File: src/rtl/padcfg_pkg.sv
package padcfg_pkg;
  typedef enum logic [1:0] {
    VIEW_PLAIN = 2'd0,
    VIEW_SET   = 2'd1,
    VIEW_CLR   = 2'd2,
    VIEW_NONE  = 2'd3
  } view_e;

  localparam int unsigned FUNC_W   = 2;
  localparam int unsigned DRV_W    = 4;
  localparam logic [3:0]  DRV_NIB_MASK = 4'h7;
endpackage

File: src/rtl/padcfg_decode.sv
module padcfg_decode #(
  parameter int unsigned ADDR_W   = 8,
  parameter int unsigned NUM_REGS = 7,
  parameter int unsigned IDX_W    = 3
) (
  input  logic [ADDR_W-1:0]  addr,
  output logic [IDX_W-1:0]   idx,
  output padcfg_pkg::view_e  view,
  output logic               hit
);
  import padcfg_pkg::*;

  logic upper_zero;

  generate
    if (ADDR_W > IDX_W + 4) begin : g_upper
      assign upper_zero = (addr[ADDR_W-1:IDX_W+4] == '0);
    end else begin : g_no_upper
      assign upper_zero = 1'b1;
    end
  endgenerate

  assign idx  = addr[IDX_W+3:4];
  assign view = view_e'(addr[3:2]);
  assign hit  = upper_zero && (32'(idx) < NUM_REGS) && (view != VIEW_NONE);
endmodule

File: src/rtl/padcfg_reg.sv
module padcfg_reg #(
  parameter int unsigned       W    = 32,
  parameter logic [W-1:0]      MASK = '1,
  parameter logic [W-1:0]      RST  = '0
) (
  input  logic              clk,
  input  logic              rst_n,
  input  logic              wr_en,
  input  padcfg_pkg::view_e view,
  input  logic [W-1:0]      wdata,
  output logic [W-1:0]      q
);
  import padcfg_pkg::*;

  always_ff @(posedge clk) begin
    if (!rst_n) begin
      q <= RST & MASK;
    end else if (wr_en) begin
      case (view)
        VIEW_PLAIN: q <= wdata & MASK;
        VIEW_SET:   q <= q | (wdata & MASK);
        VIEW_CLR:   q <= q & ~wdata;
        default:    q <= q;
      endcase
    end
  end

  AST_PLAIN_LOADS: assert property (@(posedge clk) disable iff (!rst_n)
    (wr_en && view == VIEW_PLAIN) |=> (q == ($past(wdata) & MASK)));
  AST_SET_ORS: assert property (@(posedge clk) disable iff (!rst_n)
    (wr_en && view == VIEW_SET) |=> ((q & $past(q)) == $past(q)));
  AST_CLR_REMOVES: assert property (@(posedge clk) disable iff (!rst_n)
    (wr_en && view == VIEW_CLR) |=> ((q & $past(wdata)) == '0));
  AST_IDLE_HOLDS: assert property (@(posedge clk) disable iff (!rst_n)
    !wr_en |=> $stable(q));
endmodule

File: src/rtl/padcfg_regs.sv
module padcfg_regs #(
  parameter int unsigned NUM_PINS  = 32,
  parameter int unsigned DATA_W    = 32,
  parameter int unsigned ADDR_W    = 8,
  parameter logic [1:0]  GPIO_CODE = 2'd3
) (
  input  logic                  clk,
  input  logic                  rst_n,
  input  logic                  bus_sel,
  input  logic                  bus_we,
  input  logic [ADDR_W-1:0]     bus_addr,
  input  logic [DATA_W-1:0]     bus_wdata,
  output logic [DATA_W-1:0]     bus_rdata,
  output logic [2*NUM_PINS-1:0] pin_func,
  output logic [2*NUM_PINS-1:0] pin_strength,
  output logic [NUM_PINS-1:0]   pin_hv,
  output logic [NUM_PINS-1:0]   pin_pullup
);
  import padcfg_pkg::*;

  localparam int unsigned PINS_PER_FUNC = DATA_W / FUNC_W;
  localparam int unsigned PINS_PER_DRV  = DATA_W / DRV_W;
  localparam int unsigned FUNC_REGS     = NUM_PINS / PINS_PER_FUNC;
  localparam int unsigned DRV_REGS      = NUM_PINS / PINS_PER_DRV;
  localparam int unsigned PULL_REGS     = NUM_PINS / DATA_W;
  localparam int unsigned DRV_BASE      = FUNC_REGS;
  localparam int unsigned PULL_BASE     = FUNC_REGS + DRV_REGS;
  localparam int unsigned NUM_REGS      = FUNC_REGS + DRV_REGS + PULL_REGS;
  localparam int unsigned IDX_W         = $clog2(NUM_REGS);
  localparam logic [DATA_W-1:0] FUNC_RST = {PINS_PER_FUNC{GPIO_CODE}};
  localparam logic [DATA_W-1:0] DRV_MASK = {PINS_PER_DRV{DRV_NIB_MASK}};

  logic [IDX_W-1:0]  dec_idx;
  view_e             dec_view;
  logic              dec_hit;
  logic [DATA_W-1:0] regs_q [NUM_REGS];
  logic [DATA_W-1:0] rd_val;

  padcfg_decode #(
    .ADDR_W   (ADDR_W),
    .NUM_REGS (NUM_REGS),
    .IDX_W    (IDX_W)
  ) u_decode (
    .addr (bus_addr),
    .idx  (dec_idx),
    .view (dec_view),
    .hit  (dec_hit)
  );

  generate
    for (genvar r = 0; r < NUM_REGS; r++) begin : g_reg
      localparam logic [DATA_W-1:0] R_MASK =
        (r >= DRV_BASE && r < PULL_BASE) ? DRV_MASK : {DATA_W{1'b1}};
      localparam logic [DATA_W-1:0] R_RST =
        (r < DRV_BASE) ? FUNC_RST : {DATA_W{1'b0}};
      logic wr_this;
      assign wr_this = bus_sel && bus_we && dec_hit && (32'(dec_idx) == r);
      padcfg_reg #(
        .W    (DATA_W),
        .MASK (R_MASK),
        .RST  (R_RST)
      ) u_reg (
        .clk   (clk),
        .rst_n (rst_n),
        .wr_en (wr_this),
        .view  (dec_view),
        .wdata (bus_wdata),
        .q     (regs_q[r])
      );
    end

    for (genvar p = 0; p < NUM_PINS; p++) begin : g_pin
      localparam int unsigned FR = p / PINS_PER_FUNC;
      localparam int unsigned FO = FUNC_W * (p % PINS_PER_FUNC);
      localparam int unsigned DR = DRV_BASE + p / PINS_PER_DRV;
      localparam int unsigned DO = DRV_W * (p % PINS_PER_DRV);
      localparam int unsigned PR = PULL_BASE + p / DATA_W;
      localparam int unsigned PO = p % DATA_W;
      assign pin_func[2*p +: 2]     = regs_q[FR][FO +: 2];
      assign pin_strength[2*p +: 2] = regs_q[DR][DO +: 2];
      assign pin_hv[p]              = regs_q[DR][DO + 2];
      assign pin_pullup[p]          = regs_q[PR][PO];
    end
  endgenerate

  always_comb begin
    rd_val = '0;
    for (int r = 0; r < NUM_REGS; r++) begin
      if (dec_hit && 32'(dec_idx) == r) rd_val = regs_q[r];
    end
  end

  always_ff @(posedge clk) begin
    if (!rst_n) begin
      bus_rdata <= '0;
    end else if (bus_sel && !bus_we) begin
      bus_rdata <= rd_val;
    end
  end

  AST_UNMAPPED_WRITE_IGNORED: assert property (@(posedge clk) disable iff (!rst_n)
    (bus_sel && bus_we && !dec_hit) |=>
      ($stable(pin_func) && $stable(pin_strength) && $stable(pin_hv) && $stable(pin_pullup)));
  AST_UNMAPPED_READ_ZERO: assert property (@(posedge clk) disable iff (!rst_n)
    (bus_sel && !bus_we && !dec_hit) |=> (bus_rdata == '0));
  AST_RDATA_HELD: assert property (@(posedge clk) disable iff (!rst_n)
    !(bus_sel && !bus_we) |=> $stable(bus_rdata));
endmodule

File: config.mk
export PLATFORM = sky130hd
export DESIGN_NAME = padcfg_regs
export DESIGN_NICKNAME = d
export VERILOG_FILES = /design/src/rtl/padcfg_pkg.sv /design/src/rtl/padcfg_decode.sv /design/src/rtl/padcfg_reg.sv /design/src/rtl/padcfg_regs.sv
export SDC_FILE = /design/constraint.sdc
export NUM_CORES = 1
export LEC_CHECK = 0
export CAP_MARGIN = 20
export CORE_MARGIN = 8
export CORE_UTILIZATION = 33
export CTS_CLUSTER_SIZE = 24
export DETAILED_ROUTE_END_ITERATION = 12
export PLACE_DENSITY_LB_ADDON = 0.2
export SYNTH_ARGS = -nofsm -noshare
export SYNTH_HDL_FRONTEND = slang
export SYNTH_SLANG_ARGS = --single-unit
File: constraint.sdc
create_clock -name clk -period 2.18 [get_ports clk]
set_input_delay 0.218 -clock clk [delete_from_list [all_inputs] [get_ports clk]]
set_output_delay 0.218 -clock clk [all_outputs]
set_load 0.02 [all_outputs]
==> metrics.md <==
| Metric | Value |
|---|---|
| Outcome | finished, final reports clean |
| GP Congestion | 0.8318 |
| 1st-iter DRT viols | 838 |
| Setup CP Type | reg -> out |
| Final hold slack | 263.6 ps |
| Internal power | 0.007816 W |
| Rel. slew slack | 40.16% |
| Clock-pin slew on the worst setup and hold paths | 60 ps |
| Post-DR vias/cell | 5.613 |
| Req. time, crit path | 1960 ps |
| Mean Syn Cell Area | 8.312 µm² |
| Final setup fails | 0 |
| Post-DP Area | 15450 µm² |
| Leading area contributor after synthesis | dfxtp_1 |
| Chip height | 209.5 µm |
| DRC violations left | 0 |
| Site Rows | 71 |
| WP data arrival | 1660 ps |
| Placed Instances | 2100 |
| Switching share of power | 26.36% |
| TritonRoute pass-1 iters | 5 |
| Area growth from synthesis to layout | 32.34% |
| Core area | 37310 µm² |
| Register area share after synthesis | 41.46% |
| CTS tree | built |
| Async S/R FF share, synth | 0% |
| Count leader, synth | dfxtp_1 |
| Sequential power share | 44.7% |
| P_sw | 0.002798 W |
| CTS Root Cell | clkbuf_16 |
| Slew Viols, Final | 0 |
| Maximum Capacitance Violations | 0 |
| Multi-input gate area in the final layout | 5974 µm² |
| Ordered list of cells on the worst path | clkdlybuf4s50_1 |
| Share of cells above drive strength 1 | 11.97% |
| Maximum VDD drop | 0.0005477 V |
| EDFF count, synth | 0 |
| Total die area | 43900 µm² |
| Startpoint Class | flip-flop |
| Actual slew at the worst max-slew pin | 897.6 ps |
| First-pass GRT wire length | 75620 µm |
| HPWL after DPL | 35480 µm |
| Largest net degree at the start of global routing | 125 |
| Total gr overflow | 0 |
| Leakage | 5.717 nW |
| Fmax | 533.5 MHz |
| Crit path max fanout | 3 |
| RSZ-0062 raised after global routing | false |
| Synth top area cells | dfxtp_1 41%, o21ai_0 9.9%, buf_4 5.8% |
| Final std cells w/o fill | 2154 |
| Share of the synthesized area in the top cell type | 41.46% |
| Area occupied by registers | 5125 µm² |
| Predominant post-synthesis flop cell | dfxtp_1 |
| Warnings, synthesis | 0 |
| Tot GR Track Use | 21.94% |
| Cell area after synthesis | 12360 µm² |
| Final #Nets | 1705 |
| Crit path buf inv count | 1 |
| I/O Pins | 268 |
| Crit path max-delay cell type | clkdlybuf4s50_1 |
| Max incr delay on CP | 670 ps |
| Post-CTS sizing | 0 |
| Vias in the first global route | 11990 |
| Die width | 209.5 µm |
| Final wirelength | 50050 µm |
| Final Cycle Share | 85.99% |
| Final Hold Viols | 0 |
| CTS max path bufs | 3 |
| Cells after Synth | 1487 |
| Num CTS Buffers | 29 |
| Port buffer count | 265 |
| Tmin final | 1874 ps |
| Clock Skew | 6.592 ps |
| Worst Hold Class | in -> reg |
| Top cells by count, synth | 256 x dfxtp_1, 244 x o21ai_0, 110 x a21oi_1 |
| Clock tree sinks | 256 |
| Initial Utilization | 33.13% |
| Clock latency on the worst-skew pair | 560 ps |
| Synth Register Bits | 256 |
| H-tree Lvls | 1 |
| Synth unique cells | 53 |
| Syn Nets | 1534 |
| WL per Instance | 23.24 µm |
| Routed Antenna Nets | 0 |
| Initial antenna violation count | 4 |
| Clock power frac | 44.2% |
| Filler cell count | 3655 |
| Final core occ | 43.84% |
| CP Capture Type | output port |
| Top delay family on crit path | buffers and inverters |
| Finished Cell Area | 16360 µm² |
| Vias | 12090 |
| Comb pwr share | 11.1% |
| Pwr Density | 648.9 nW/µm² |
## state kept, by name, summed over array words and instances, names as in the netlist
register	cells
g.u_reg.q	224
bus_rdata	32
## layer usage
metal	vias to the layer above	wire length [µm]	track usage, %
li1	5649	-	-
met1	5797	22310	29.43
met2	555	22440	34.73
met3	84	3909	4.833
met4	6	1346	6.829
met5	-	41	0
## tightest hold or removal path, cell delays in order
cell      delay [ps]
buf_4            180
nand3b_1         100
o21a_1           110
o221ai_1          80
o21ai_0           80
## power groups by stage
stage / Sequential (W) / Clock (W) / Combinational, W
floorplan: 0.00487 / 0 / 0.000584
global placement: 0.00485 / 0 / 0.00115
detailed placement: 0.00485 / 0 / 0.00116
CTS: 0.00475 / 0.00476 / 0.00117
global route: 0.00475 / 0.00494 / 0.00126
finish: 0.00475 / 0.00469 / 0.00118
## cell families after synthesis
logic type / after synthesis / synth area share [%]
fa+ha+maj: 3 / 0.3037
compound gates: 575 / 27.98
flops: 256 / 41.46
simple gates: 355 / 14.65
buf+inv: 238 / 10.64
mux: 60 / 4.970
## area by class of cell
cell class              count  share of cell area [%]
clock buffers              39                   4.849
flip-flops and latches    256                   31.33
inverters                  12                  0.2754
clock inverters            13                  0.6195
repair buffers            366                   22.76
multi-input cells         993                   36.52
well taps                 474                   3.626
diodes                      1                 0.01530
## repair_timing
action / 4_1_cts / 5_1_grt
endpoints found under the hold margin: 3 / 0
buffers inserted: 0 / 0
hold buffers: 1 / 0
## stage by stage
stage | power [W] | setup TNS [ps] | worst slack, ps
after detailed placement | 0.006012 | -26690 | -238.2
after global routing | 0.01095 | 0 | 154.7
after floorplan | 0.005457 | 0 | 338.3
after CTS | 0.01067 | 0 | 294.2
final | 0.01061 | 0 | 305.5
after global placement | 0.006001 | -25810 | -211.7
## layout by cell type, fill, tap and decap left out, drive strengths merged, types with 4 or more instances in the layout
| cell type | n |
|---|---|
| o21ai | 273 |
| clkdlybuf4s50 | 262 |
| dfxtp | 256 |
| a21oi | 110 |
| buf | 103 |
| nand2 | 97 |
| o211ai | 97 |
| nand3 | 88 |
| mux2i | 58 |
| nor2 | 57 |
| clkbuf | 39 |
| o22ai | 28 |
| nand2b | 26 |
| nor2b | 24 |
| nand3b | 20 |
| a211oi | 19 |
| o31a | 18 |
| inv | 13 |
| or2 | 11 |
| a22oi | 9 |
| a32o | 9 |
| clkinv | 8 |
| nor3 | 7 |
| nor4 | 4 |
| and2 | 4 |
## final timing paths
check / from / end / slack (ps) / cells after the start
worst max-delay path: g_reg[3].u_reg.q[21]$_SDFFE_PN0P_ / pin_strength[27] / 310 / 1
worst min-delay path: bus_addr[4] / bus_rdata[5]$_SDFFE_PN0P_ / 260 / 5
worst max register to register: g_reg[4].u_reg.q[9]$_SDFFE_PN0P_ / bus_rdata[9]$_SDFFE_PN0P_ / 910 / 4
worst min register to register: g_reg[2].u_reg.q[19]$_SDFFE_PN0P_ / g_reg[2].u_reg.q[19]$_SDFFE_PN0P_ / 430 / 2
(Power assumes the default switching activity.)
